===== config.mk =====
export PLATFORM = sky130hd
export DESIGN_NAME = ldst_agu
export DESIGN_NICKNAME = d
export VERILOG_FILES = /design/src/rtl/ldst_agu_pkg.sv /design/src/rtl/ldst_agu_ctrl.sv /design/src/rtl/ldst_agu_dp.sv /design/src/rtl/ldst_agu.sv
export SDC_FILE = /design/constraint.sdc
export NUM_CORES = 1
export LEC_CHECK = 0
export ABC_AREA = 1
export ABC_CLOCK_PERIOD_IN_PS = 800
export BUFFER_PORTS_ARGS = -buffer_cell sky130_fd_sc_hd__buf_2
export CAP_MARGIN = 20
export CORE_MARGIN = 2
export CORE_UTILIZATION = 57
export CTS_CLUSTER_SIZE = 24
export DETAILED_ROUTE_END_ITERATION = 12
export PLACE_DENSITY = 0.82
export SLEW_MARGIN = 0
export SYNTH_ARGS = -nofsm -noshare
export SYNTH_HDL_FRONTEND = slang
export SYNTH_HIERARCHICAL = 1
export SYNTH_SLANG_ARGS = --single-unit

===== constraint.sdc =====
create_clock -name clk -period 0.8 [get_ports clk]
set_input_delay 0.16 -clock clk [delete_from_list [all_inputs] [get_ports clk]]
set_output_delay 0.16 -clock clk [all_outputs]
set_load 0.01 [all_outputs]

===== src/rtl/ldst_agu_pkg.sv =====
package ldst_agu_pkg;

  typedef enum logic [1:0] {
    IDX_OFFSET = 2'd0,
    IDX_PRE    = 2'd1,
    IDX_POST   = 2'd2,
    IDX_RSVD   = 2'd3
  } idxMode_e;

  typedef enum logic [1:0] {
    SZ_BYTE = 2'd0,
    SZ_HALF = 2'd1,
    SZ_WORD = 2'd2,
    SZ_DUAL = 2'd3
  } accSize_e;

  // Strobes from the control to the datapath
  typedef struct packed {
    logic     reqEn;
    logic     wbEn;
    logic     brEn;
    logic     addrFromBase;
    logic     signExt;
    logic     isLoad;
    accSize_e size;
  } agCtl_t;

endpackage


===== src/rtl/ldst_agu_ctrl.sv =====
module ldst_agu_ctrl
  import ldst_agu_pkg::*;
#(
  parameter int REG_W       = 4,
  parameter int OFS_W       = 13,
  parameter int SP_IDX      = 13,
  parameter int PC_IDX      = 15,
  parameter int NEG_LIM     = 255,
  parameter int IMM_POS_LIM = 4095,
  parameter int IDX_POS_LIM = 255,
  parameter int DUAL_LIM    = 1020
) (
  input  logic                    opValid,
  input  logic                    isLoad,
  input  logic [1:0]              idxMode,
  input  logic [1:0]              accSize,
  input  logic                    signedLd,
  input  logic [REG_W-1:0]        baseIdx,
  input  logic [REG_W-1:0]        dataIdx,
  input  logic [REG_W-1:0]        data2Idx,
  input  logic signed [OFS_W-1:0] offset,
  input  logic                    rdBit0,
  output agCtl_t                  ctl,
  output logic                    errRange,
  output logic                    errRegs,
  output logic                    errTarget
);

  localparam logic [REG_W-1:0] SP_REG = REG_W'(SP_IDX);
  localparam logic [REG_W-1:0] PC_REG = REG_W'(PC_IDX);

  idxMode_e mode;
  accSize_e size;
  logic     isDual, doWb, rangeBad, regsBad, pcLoad, targetBad, anyErr;
  int       ofsInt;

  assign mode   = idxMode_e'(idxMode);
  assign size   = accSize_e'(accSize);
  assign isDual = (size == SZ_DUAL);
  assign doWb   = (mode == IDX_PRE) || (mode == IDX_POST);

  function automatic logic isSpPc(input logic [REG_W-1:0] r);
    return (r == SP_REG) || (r == PC_REG);
  endfunction

  // Offset range depends on size and mode
  always_comb begin
    ofsInt = int'(offset);
    if (isDual)
      rangeBad = (ofsInt < -DUAL_LIM) || (ofsInt > DUAL_LIM) || (offset[1:0] != 2'b00);
    else if (mode == IDX_OFFSET)
      rangeBad = (ofsInt < -NEG_LIM) || (ofsInt > IMM_POS_LIM);
    else
      rangeBad = (ofsInt < -NEG_LIM) || (ofsInt > IDX_POS_LIM);
  end

  // Register combination legality
  always_comb begin
    regsBad = 1'b0;
    if (mode == IDX_RSVD) regsBad = 1'b1;
    if (doWb && ((baseIdx == dataIdx) || (isDual && baseIdx == data2Idx))) regsBad = 1'b1;
    if (isDual && isSpPc(data2Idx)) regsBad = 1'b1;
    if (isLoad) begin
      if (isDual && dataIdx == data2Idx) regsBad = 1'b1;
      if (size != SZ_WORD && isSpPc(dataIdx)) regsBad = 1'b1;
    end else begin
      if (dataIdx == PC_REG || baseIdx == PC_REG) regsBad = 1'b1;
      if (dataIdx == SP_REG && size != SZ_WORD) regsBad = 1'b1;
    end
  end

  assign pcLoad    = isLoad && (size == SZ_WORD) && (dataIdx == PC_REG);
  assign targetBad = pcLoad && !rdBit0 && !rangeBad && !regsBad;
  assign anyErr    = rangeBad || regsBad || targetBad;

  assign errRange  = opValid && rangeBad;
  assign errRegs   = opValid && regsBad;
  assign errTarget = opValid && targetBad;

  always_comb begin
    ctl.reqEn        = opValid && !anyErr;
    ctl.wbEn         = opValid && !anyErr && doWb;
    ctl.brEn         = opValid && !anyErr && pcLoad;
    ctl.addrFromBase = (mode == IDX_POST);
    ctl.signExt      = signedLd;
    ctl.isLoad       = isLoad;
    ctl.size         = size;
  end

endmodule


===== src/rtl/ldst_agu_dp.sv =====
module ldst_agu_dp
  import ldst_agu_pkg::*;
#(
  parameter int XLEN  = 32,
  parameter int OFS_W = 13
) (
  input  agCtl_t                  ctl,
  input  logic [XLEN-1:0]         baseVal,
  input  logic signed [OFS_W-1:0] offset,
  input  logic [XLEN-1:0]         rdData,
  output logic [XLEN-1:0]         memAddr,
  output logic [XLEN-1:0]         memAddr2,
  output logic [XLEN-1:0]         wbVal,
  output logic [XLEN-1:0]         ldData,
  output logic [XLEN-1:0]         brTarget
);

  localparam int EXT_W = XLEN - OFS_W;

  logic [XLEN-1:0] ofsExt, sum;

  assign ofsExt   = {{EXT_W{offset[OFS_W-1]}}, offset};
  assign sum      = baseVal + ofsExt;
  assign wbVal    = sum;
  assign memAddr  = ctl.addrFromBase ? baseVal : sum;
  assign memAddr2 = memAddr + XLEN'(4);
  assign brTarget = ctl.brEn ? {rdData[XLEN-1:1], 1'b0} : '0;

  always_comb begin
    ldData = '0;
    if (ctl.isLoad) begin
      unique case (ctl.size)
        SZ_BYTE: ldData = {{(XLEN-8){ctl.signExt & rdData[7]}}, rdData[7:0]};
        SZ_HALF: ldData = {{(XLEN-16){ctl.signExt & rdData[15]}}, rdData[15:0]};
        default: ldData = rdData;
      endcase
    end
  end

endmodule


===== src/rtl/ldst_agu.sv =====
module ldst_agu
  import ldst_agu_pkg::*;
#(
  parameter int XLEN    = 32,
  parameter int REG_W   = 4,
  parameter int OFS_W   = 13,
  parameter int SP_IDX  = 13,
  parameter int PC_IDX  = 15,
  parameter bit OUT_REG = 1'b1
) (
  input  logic                    clk,
  input  logic                    rstN,
  input  logic                    opValid,
  input  logic                    isLoad,
  input  logic [1:0]              idxMode,
  input  logic [1:0]              accSize,
  input  logic                    signedLd,
  input  logic [REG_W-1:0]        baseIdx,
  input  logic [REG_W-1:0]        dataIdx,
  input  logic [REG_W-1:0]        data2Idx,
  input  logic [XLEN-1:0]         baseVal,
  input  logic signed [OFS_W-1:0] offset,
  input  logic [XLEN-1:0]         rdData,
  output logic                    reqValid,
  output logic [XLEN-1:0]         memAddr,
  output logic [XLEN-1:0]         memAddr2,
  output logic                    wbEn,
  output logic [XLEN-1:0]         wbVal,
  output logic [XLEN-1:0]         ldData,
  output logic                    brTaken,
  output logic [XLEN-1:0]         brTarget,
  output logic                    errRange,
  output logic                    errRegs,
  output logic                    errTarget
);

  localparam int PACK_W = 5 * XLEN + 6;

  agCtl_t            ctl;
  logic              eRange, eRegs, eTarget;
  logic [XLEN-1:0]   addrC, addr2C, wbValC, ldDataC, tgtC;
  logic [PACK_W-1:0] combPack, outPack;

  ldst_agu_ctrl #(
    .REG_W(REG_W), .OFS_W(OFS_W), .SP_IDX(SP_IDX), .PC_IDX(PC_IDX)
  ) uCtrl (
    .opValid(opValid), .isLoad(isLoad), .idxMode(idxMode), .accSize(accSize),
    .signedLd(signedLd), .baseIdx(baseIdx), .dataIdx(dataIdx), .data2Idx(data2Idx),
    .offset(offset), .rdBit0(rdData[0]), .ctl(ctl),
    .errRange(eRange), .errRegs(eRegs), .errTarget(eTarget)
  );

  ldst_agu_dp #(.XLEN(XLEN), .OFS_W(OFS_W)) uDp (
    .ctl(ctl), .baseVal(baseVal), .offset(offset), .rdData(rdData),
    .memAddr(addrC), .memAddr2(addr2C), .wbVal(wbValC), .ldData(ldDataC),
    .brTarget(tgtC)
  );

  assign combPack = {ctl.reqEn, ctl.wbEn, ctl.brEn, eRange, eRegs, eTarget,
                     addrC, addr2C, wbValC, ldDataC, tgtC};

  generate
    if (OUT_REG) begin : gRegOut
      always_ff @(posedge clk or negedge rstN) begin
        if (!rstN) outPack <= '0;
        else       outPack <= combPack;
      end
    end else begin : gCombOut
      assign outPack = combPack;
    end
  endgenerate

  assign {reqValid, wbEn, brTaken, errRange, errRegs, errTarget,
          memAddr, memAddr2, wbVal, ldData, brTarget} = outPack;

endmodule


==> flow_summary.json, run 1 <==
{
  "clk_path_buf_depth": 2,
  "grt_overflow_total": 66,
  "synth_compound_area_frac": 0.03527,
  "async_flop_share": 1.000,
  "start_util": 0.5854,
  "syn_area_um2": 9366,
  "pin_count": 264,
  "synth-simple-area-share": 0.3350,
  "grt_pass1_wl_mm": 99.93,
  "avgSynthCellArea_um2": 7.369,
  "stop_stage": "global routing",
  "yosysUniqueCellTypes": 42,
  "synth_mux_area_frac": 0,
  "synth_edf_count": 0,
  "syn_inst": 1271,
  "die_h_um": 132.2,
  "synthAdderAreaFrac": 0.04889,
  "status": "did not finish",
  "synth_top_family_by_area": "simple AND/OR/NAND/NOR gates",
  "cts_sinks": 166,
  "die_w_um": 132.2,
  "std_cell_rows": 46,
  "synth_nets": 1405,
  "cts-buffers-inserted": 17,
  "port_buffers": 263,
  "ys_seq_area_frac": 0.4435,
  "place_area_um2": 13050,
  "cts_root_buffer": "clkbuf_16",
  "synth_top_flop_cell": "dfrtp_1",
  "track_usage": 0.7663,
  "htree_levels": 4,
  "hpwl_mm": 25.45,
  "error_line": "[ERROR GRT-0116] Global routing finished with congestion. Check the congestion regions in the DRC Viewer.",
  "grt_pass1_vias": 15770,
  "yosysWarnings": 6,
  "ys_ff_latch": 166,
  "synth_xor_area_frac": 0.02044,
  "gp_congestion": 0.9786,
  "grt_max_degree": 45
}
-- timing repair --
action                                  in CTS
cloned                                       3
setup buffers                               50
endpoints found under the setup margin     314
hold endpoints to repair                   210
resized for setup                          306
pin swaps                                  106
hold buffers                                35
-- routing by layer --
| metal | GRT usage | overflow |
|---|---|---|
| met1 | 0.7347 | 0 |
| met2 | 0.9488 | 30 |
| met3 | 0.6094 | 0 |
| met4 | 0.8465 | 36 |
| met5 | 0.1250 | 0 |
-- stage by stage --
step,cells,setup WS (ps),utilization
floorplan,1271,-1372,-
global placement,1905,-1718,0.8155
detailed placement,1905,-1818,0.8155
CTS,2023,-1284,0.9684
-- cells in the mapped netlist (3+ instances only) --
library cell,count,area (µm²)
nor3_1,5,25.02
ha_1,35,437.9
nor2_1,100,375.4
nand4_1,15,93.84
clkbuf_1,10,37.54
nand3_1,71,355.3
inv_1,253,949.7
dfrtp_1,166,4154
o21ai_1,6,30.03
and2_1,4,25.02
nand3_2,13,130.1
nor2_4,4,45.04
buf_4,9,67.56
xnor2_1,3,26.28
nor2_2,12,75.07
xor2_1,17,148.9
or2_2,20,125.1
nand2_2,22,137.6
o21ai_0,5,25.02
inv_2,6,22.52
a21oi_1,42,210.2
nand2_1,427,1603
-- kinds of logic after synthesis --
logic type | count (synthesis)
other | 1
adder cells (fa/ha/maj) | 36
AO/OA/AOI/OAI | 60
flip-flops | 166
AND/OR/NAND/NOR | 706
XOR/XNOR | 21
buffers and inverters | 281
==> run 2: changes to the inputs <==
CORE_UTILIZATION = 40   (was 57)
CTS_CLUSTER_SIZE = not set   (was 24)
PLACE_DENSITY = not set   (was 0.82)
PLACE_DENSITY_LB_ADDON = 0.15   (was not set)
==> run 2 against run 1 <==
Area after synthesis is the same. The flow now finishes, with violations (setup timing). Synthesized cell count is the same.
==> flow_summary.json, run 2 <==
{
  "arrival_ps": 2460,
  "synth_top_area_share": 0.4435,
  "maxCapViolations": 0,
  "initialDrtViolationCount": 446,
  "synth_edf_count": 0,
  "hpwl_mm": 24.64,
  "drt-total-wl_mm": 34.10,
  "rsz0062_at_grt": "yes",
  "grt_max_degree": 35,
  "postLayoutCoreUtil": 0.7369,
  "cts-buffers-inserted": 17,
  "drive_gt1_frac": 0.5928,
  "drc": 0,
  "period_share": 2.612,
  "end_kind": "register",
  "die_area_um2": 24660,
  "ff_latch_area_um2": 4154,
  "htree_levels": 4,
  "avgSynthCellArea_um2": 7.369,
  "syn_inst": 1271,
  "power_density_nw_per_um2": 1701,
  "largest_reg_flops": 166,
  "synth_commonest_cells": "nand2_1, inv_1, dfrtp_1",
  "leakage_nw": 9.194,
  "synth_area_leaders": "dfrtp_1, nand2_1, inv_1, ha_1, nor2_1",
  "vias_per_cell": 4.659,
  "grt_overflow_total": 0,
  "final_common_cell": "buf_2",
  "clk_path_buf_depth": 2,
  "grt_pass1_wl_mm": 50.83,
  "async_flop_share": 1.000,
  "pre_cts_ws_ps": -1814,
  "synth_nets": 1405,
  "vias": 9948,
  "diodes": 0,
  "first_pass_iters": 5,
  "post_drt_wl_per_cell_um": 15.97,
  "hold_depth": 3,
  "yosysWarnings": 6,
  "hold_violations": 0,
  "cts_tree": "done",
  "fillers": 1660,
  "clk_pin_slew_ps": 80,
  "yosysUniqueCellTypes": 42,
  "cp-start-kind": "input pin",
  "grt_pass1_vias": 9911,
  "core-area_um2": 22850,
  "multiInputGateArea_um2": 6480,
  "ys_seq_area_frac": 0.4435,
  "status": "finished with violations",
  "worstHoldPathType": "input pin to register",
  "cts_sinks": 166,
  "area_delta_synth_final_pct": 79.74,
  "nets": 1943,
  "vdd_drop_max_mv": 0.9607,
  "synth_top_flop_cell": "dfrtp_1",
  "placed_cells": 2010,
  "reg_top3": "outPack: 166 flops",
  "layout_setup_ws_ps": -1290,
  "cp.required_ps": 1170,
  "top_register": "outPack",
  "syn_area_um2": 9366,
  "holdWs_ps": 32.37,
  "fin_cells": 2135,
  "criticalPathCategory": "input pin to register",
  "drv_slew": 0,
  "die_h_um": 157.0,
  "cts_root_buffer": "clkbuf_16",
  "std_cell_rows": 55,
  "drt.antenna.violating_nets": 0,
  "cp_max_fo": 3,
  "yosys.cell_count.top_type": "nand2_1",
  "violations": "setup timing",
  "track_usage": 0.2668,
  "layout_common_cells": "buf_2, nand2_1, inv_1, dfrtp_1, buf_4",
  "start_util": 0.4100,
  "setup_tns_ps": -137990,
  "ys_ff_latch": 166,
  "port_buffers": 263,
  "setup_viol": 310,
  "yosysTopAreaCell": "dfrtp_1",
  "gp_congestion": 0.9247,
  "fin_crit_ps": 2090,
  "die_w_um": 157.0,
  "pin_count": 264,
  "antenna_found_initial": 0,
  "max_freq_mhz": 478.5
}
==> run 2: cell counts after synthesis <==
No cell type changed its count.
==> run 2: cell families (layout without fill, tap and decap cells) <==
group                    after synthesis  in the layout  synth area share
AND/OR/NAND/NOR                      706            706            0.3350
buffers and inverters                281            832            0.1165
flip-flops                           166            166            0.4435
AO/OA/AOI/OAI                         60             60           0.03527
adder cells (fa/ha/maj)               36             36           0.04889
XOR/XNOR                              21             21           0.02044
other                                  1              1         0.0004004
==> run 2: repair_timing <==
| action | CTS | global route |
|---|---|---|
| gates resized for setup | 308 | 296 |
| cloned | 2 | 1 |
| buffers inserted | 42 | 39 |
| endpoints found under the setup margin | 301 | 313 |
| hold buffers | 34 | 0 |
| pin swaps | 129 | 163 |
| endpoints found under the hold margin | 229 | 0 |
==> run 2: report_power, final <==
group | internal (mW) | leakage (nW) | switching [mW]
combinational | 4.92 | 6.84 | 5.98
clock | 4.19 | 0.286 | 3.96
sequential | 9.31 | 2.07 | 0.282
==> run 2: layout make-up <==
cell class,count,share of cell area
clock buffer,18,0.02549
clock inverter,14,0.009365
inverter,260,0.06094
multi-input combinational,824,0.3849
sequential,166,0.2467
tap,313,0.02326
timing repair buffer,540,0.2493
==> run 2: routing by layer <==
metal	routed length (µm)	up-vias	global-route usage
li1	-	4870	-
met2	17710	309	0.4887
met5	0	-	0
met1	13940	4706	0.3212
met3	1538	63	0.04157
met4	911	0	0.08268
==> run 2: worst paths after layout <==
path,start,to
setup / recovery,baseVal[0],outPack[118]
min in group asynchronous,rstN,outPack[54]
max in group asynchronous,rstN,outPack[124]
hold / removal,baseVal[1],outPack[129]
==> run 2: critical path: stages <==
cell and delay, ps:
buf_8 80, ha_4 130, inv_2 40, fa_2 370, buf_6 130, xnor2_2 130
or2_4 140, o21a_4 160, ha_4 130, and2_4 150, nand3_4 70, nor2_4 170
inv_2 80, nor3_4 170, nand2_1 110, nand2_1 100, nand2_1 70, inv_1 60
==> run 2: through the flow <==
| step | cell area (µm²) | total power [mW] |
|---|---|---|
| floorplan | 10210 | 13.74 |
| global placement | 13240 | 17.75 |
| detailed placement | 13240 | 17.78 |
| CTS | 15680 | 27.57 |
| global route | 16830 | 30.04 |
| finish | 16830 | 28.63 |
No activity file was read; power rests on OpenSTA's default activity.
==> run 3: changes to the inputs <==
SKIP_CTS_REPAIR_TIMING = 1   (was not set)
==> run 3 against run 2 <==
The flow still finishes with violations (setup timing). Combinational power decreased by 7%. Routed wire length fell by 6.3%. Final cell count fell by 1.3%. Critical path type unchanged.
==> flow_summary.json, run 3 (synthesized netlist as in run 2, its figures left out) <==
{
  "status": "finished with violations",
  "violations": "setup timing",
  "cts_tree": "done",
  "place_area_um2": 13240,
  "gp_congestion": 0.9247,
  "crit_start": "baseVal[0]",
  "vias_per_cell": 4.572,
  "holdWs_ps": 32.74,
  "diodes": 0,
  "cp.required_ps": 1170,
  "period_share": 2.603,
  "cts_sinks": 166,
  "std_cell_rows": 55,
  "switching_share": 0.3534,
  "setup_tns_ps": -128560,
  "cts-buffers-inserted": 17,
  "worstHoldPathType": "input pin to register",
  "maxCapViolations": 0,
  "power.share.clock": 0.292,
  "die_w_um": 157.0,
  "fin_cells": 2108,
  "start_util": 0.4100,
  "grt_overflow_total": 0,
  "grt_pass1_vias": 8932,
  "p_comb_frac": 0.364,
  "postLayoutCoreUtil": 0.6996,
  "drv_slew": 0,
  "p_int_mw": 17.98,
  "rsz0062_at_grt": "yes",
  "hold_violations": 0,
  "power_density_nw_per_um2": 1740,
  "criticalPathCategory": "input pin to register",
  "min_from": "baseVal[1]",
  "reg_top3": "outPack: 166 flops",
  "antenna_found_initial": 0,
  "layout_setup_ws_ps": -1282,
  "nets": 1916,
  "clk_path_buf_depth": 2,
  "htree_levels": 4,
  "die_h_um": 157.0,
  "leakage_nw": 8.786,
  "cp_max_fo": 3,
  "placed_cells": 2010,
  "vdd_drop_max_mv": 0.9649,
  "port_buffers": 263,
  "clk_pin_slew_ps": 80,
  "initialDrtViolationCount": 412,
  "grt_max_degree": 35,
  "layout_common_cells": "nand2_1, buf_2, inv_1, buf_4, dfrtp_1",
  "die_area_um2": 24660,
  "cp-start-kind": "input pin",
  "top_register": "outPack",
  "drc": 0,
  "post_drt_wl_per_cell_um": 15.16,
  "arrival_ps": 2460,
  "switchingPower_mw": 9.827,
  "largest_reg_flops": 166,
  "drive_gt1_frac": 0.5504,
  "track_usage": 0.2446,
  "hpwl_mm": 24.64,
  "first_pass_iters": 5,
  "area_delta_synth_final_pct": 70.65,
  "fin_crit_ps": 2082,
  "setup_viol": 302,
  "pin_count": 264,
  "cts_root_buffer": "clkbuf_16",
  "end_kind": "register",
  "fillers": 1838,
  "drt.antenna.violating_nets": 0,
  "max_freq_mhz": 480.2,
  "drt-total-wl_mm": 31.95,
  "design_area_um2": 15980,
  "vias": 9638,
  "p_seq_frac": 0.344,
  "critPathCapture": "outPack[118]",
  "grt_pass1_wl_mm": 46.32,
  "core-area_um2": 22850,
  "final_common_cell": "nand2_1"
}
run 3: changes by cell type in the layout (fill, tap and decap cells not counted), moves of 7 or more:
| cell | delta |
|---|---|
| buf_6 | -46 |
| nand2_1 | +31 |
| nand2_4 | -22 |
| inv_1 | +19 |
| buf_4 | +17 |
| inv_2 | -15 |
| buf_2 | +8 |
| nor2_4 | -8 |
| nand2_2 | -7 |
| nand3_1 | +7 |
run 3: how the worst min path moves through the flow:
stage,endpoint,slack (ps),depth (start not counted)
floorplan,outPack[0],-140,0
global placement,outPack[54],40,1
detailed placement,outPack[62],40,1
CTS,outPack[62],-430,1
global route,outPack[162],30,3
finish,outPack[129],30,3
run 3: critical path, stage by stage:
cell	delay (ps)
buf_8	80
ha_4	130
inv_2	30
fa_2	360
buf_6	130
xnor2_2	130
or2_4	140
o21a_4	160
ha_4	130
and2_4	160
nand3_4	80
nor2_4	150
inv_2	80
nor3_4	240
nand2_1	90
nand2_1	80
nand2_1	60
inv_1	50
run 3: final cells by class:
class	count	area (µm²)	area share
multi-input combinational	824	6125	0.3832
timing repair buffer	513	3711	0.2322
sequential	166	4154	0.2599
inverter	260	1016	0.06356
clock buffer	18	429.2	0.02685
tap	313	391.6	0.02450
clock inverter	14	157.7	0.009863
run 3: through the flow:
| stage | power (mW) | worst slack, ps |
|---|---|---|
| final | 27.81 | -1282 |
| after global routing | 29.29 | -1402 |
| after detailed placement | 17.78 | -1814 |
| after global placement | 17.75 | -1817 |
| after CTS | 25.98 | -1358 |
| after floorplan | 13.74 | -1372 |
run 3: metal layers:
| layer | up-vias | share of wire | global-route usage |
|---|---|---|---|
| met2 | 255 | 0.51 | 0.4338 |
| met5 | - | 0 | 0 |
| li1 | 4826 | - | - |
| met4 | 0 | 0.023 | 0.06450 |
| met3 | 46 | 0.041 | 0.03882 |
| met1 | 4511 | 0.42 | 0.3104 |
run 3: power groups by stage:
stage	clock network [mW]	logic, mW	registers (mW)
after floorplan	0	3.51	10.2
after global placement	0	8.03	9.71
after detailed placement	0	8.05	9.72
after CTS	8.32	8.09	9.57
after global routing	8.68	10.9	9.66
final	8.13	10.1	9.57
==> run 4: changes to the inputs <==
GPL_TIMING_DRIVEN = 0   (was not set)
PLACE_DENSITY = 0.66   (was not set)
PLACE_DENSITY_LB_ADDON = not set   (was 0.15)
==> run 4 against run 3 <==
The run ends with hold timing, setup timing left. Sequential cell count unchanged. Combinational power down 15%. Die area unchanged. Critical path type unchanged. Final area down 7.3%. Core utilization shrank 5.1 points. Sequential power hardly changed. Via count is 2.2% lower. Largest power group is now registers. Count of clock-buffer cells in the layout is the same.
==> flow_summary.json, run 4 (synthesized netlist as in run 2, its figures left out) <==
{
  "status": "finished with violations",
  "violations": "hold timing, setup timing",
  "initialDrtViolationCount": 545,
  "fillers": 1878,
  "drt.antenna.violating_nets": 0,
  "top_register": "outPack",
  "first_pass_iters": 8,
  "period_share": 2.614,
  "hpwl_mm": 22.74,
  "criticalPathCategory": "input pin to register",
  "reg_top3": "outPack: 166 flops",
  "grt_max_degree": 116,
  "arrival_ps": 2400,
  "switchingPower_mw": 9.582,
  "drive_gt1_frac": 0.5036,
  "layout_common_cells": "nand2_1, buf_2, inv_1, dfrtp_1, nand2_2",
  "final_common_cell": "nand2_1",
  "drv_slew": 0,
  "core-area_um2": 22850,
  "layout_setup_ws_ps": -1291,
  "cts_sinks": 166,
  "cp_max_fo": 4,
  "worst_pin_slew_ps": 570.8,
  "post_drt_wl_per_cell_um": 16.30,
  "antenna_found_initial": 3,
  "clk_pin_slew_ps": 70,
  "drc": 0,
  "ff_latch_area_um2": 4154,
  "setup_viol": 308,
  "grt_pass1_vias": 8454,
  "slew_headroom": 0.6195,
  "grt_pass1_wl_mm": 43.99,
  "power_density_nw_per_um2": 1784,
  "power.share.clock": 0.313,
  "leakage_nw": 8.214,
  "postLayoutCoreUtil": 0.6485,
  "port_buffers": 262,
  "cts_tree": "done",
  "multiInputGateArea_um2": 6058,
  "drt-total-wl_mm": 32.16,
  "vias": 9428,
  "vias_per_cell": 4.779,
  "htree_levels": 4,
  "die_h_um": 157.0,
  "maxCapViolations": 0,
  "largest_reg_flops": 166,
  "nets": 1779,
  "worstHoldPathType": "input pin to async pin",
  "max_freq_mhz": 478.2,
  "area_delta_synth_final_pct": 58.18,
  "p_int_mw": 16.85,
  "pin_count": 264,
  "p_seq_frac": 0.362,
  "switching_share": 0.3625,
  "die_w_um": 157.0,
  "holdWs_ps": -372.2,
  "hold_violations": 52,
  "fin_crit_ps": 2091,
  "end_kind": "register",
  "cp-start-kind": "input pin",
  "die_area_um2": 24660,
  "p_comb_frac": 0.326,
  "cp.required_ps": 1110,
  "start_util": 0.4100,
  "rsz0062_at_grt": "yes",
  "clk_path_buf_depth": 2,
  "cts-buffers-inserted": 17,
  "pre_cts_ws_ps": -2348,
  "std_cell_rows": 55,
  "power_mw": 26.43,
  "grt_overflow_total": 0,
  "gp_congestion": 0.9134,
  "vdd_drop_max_mv": 1.552,
  "track_usage": 0.2339,
  "cts_root_buffer": "clkbuf_16"
}
-- run 4: metrics by stage --
stage | std cells | hold WS [ps] | TNS [ps] | cell area (µm²)
detailed placement | 1847 | 98.48 | -229960 | 11950
global placement | 1846 | 360.6 | -694470 | 11910
CTS | 1879 | -361.6 | -188940 | 12530
floorplan | 1271 | -135.6 | -90130 | 10210
global route | 1973 | -344.2 | -135930 | 14820
finish | 1973 | -372.2 | -122800 | 14820
-- run 4: how the worst max path moves through the flow --
| stage | cells past startpoint | from | to | slack (ps) |
|---|---|---|---|---|
| final | 21 | baseVal[0] | outPack[125] | -1290 |
| after global routing | 20 | baseVal[0] | outPack[117] | -1410 |
| after CTS | 17 | offset[12] | outPack[120] | -1910 |
| after detailed placement | 17 | offset[12] | outPack[120] | -2350 |
| after global placement | 1 | rstN | outPack[129] | -2970 |
| after floorplan | 18 | offset[0] | outPack[119] | -1370 |
-- run 4: worst max-delay path: stages --
cell and delay (ps):
buf_8 80, ha_4 140, inv_2 40, fa_2 370, inv_2 80, nand3_2 80, nand2_4 100, buf_4 120
nand3_4 60, nand3_4 120, nand2_4 70, nand2_2 60, nand2_2 60, nand3_2 90, nand2_4 90, nor2_4 180
nand2_2 100, nor2_2 160, nand3_2 100, nand2_1 80, nand2_1 60
-- run 4: final cells by class --
type	count	share of cell area
Clock buffer	18	0.02897
Tap cell	313	0.02643
Buffer	21	0.01672
Multi-Input combinational cell	824	0.4089
Antenna cell	2	0.0003378
Inverter	260	0.06773
Sequential cell	166	0.2804
Timing Repair Buffer	355	0.1602
Clock inverter	14	0.01030
-- run 4: metal layers --
metal | part of all wire | wire (µm) | vias to the layer above | global-route usage
met4 | 0.027 | 862 | 2 | 0.06364
met1 | 0.42 | 13390 | 4447 | 0.2984
li1 | - | - | 4564 | -
met3 | 0.057 | 1820 | 65 | 0.03965
met5 | 0.00050 | 16 | - | 0
met2 | 0.50 | 16070 | 350 | 0.4102
-- run 4: power by group through the flow --
stage / registers (mW) / clock network (mW) / logic (mW)
2_1_floorplan: 10.2 / 0 / 3.51
3_3_place_gp: 9.72 / 0 / 6.64
3_5_place_dp: 9.73 / 0 / 6.74
4_1_cts: 9.57 / 8.44 / 6.77
5_1_grt: 9.66 / 8.77 / 9.30
6_report: 9.57 / 8.26 / 8.60
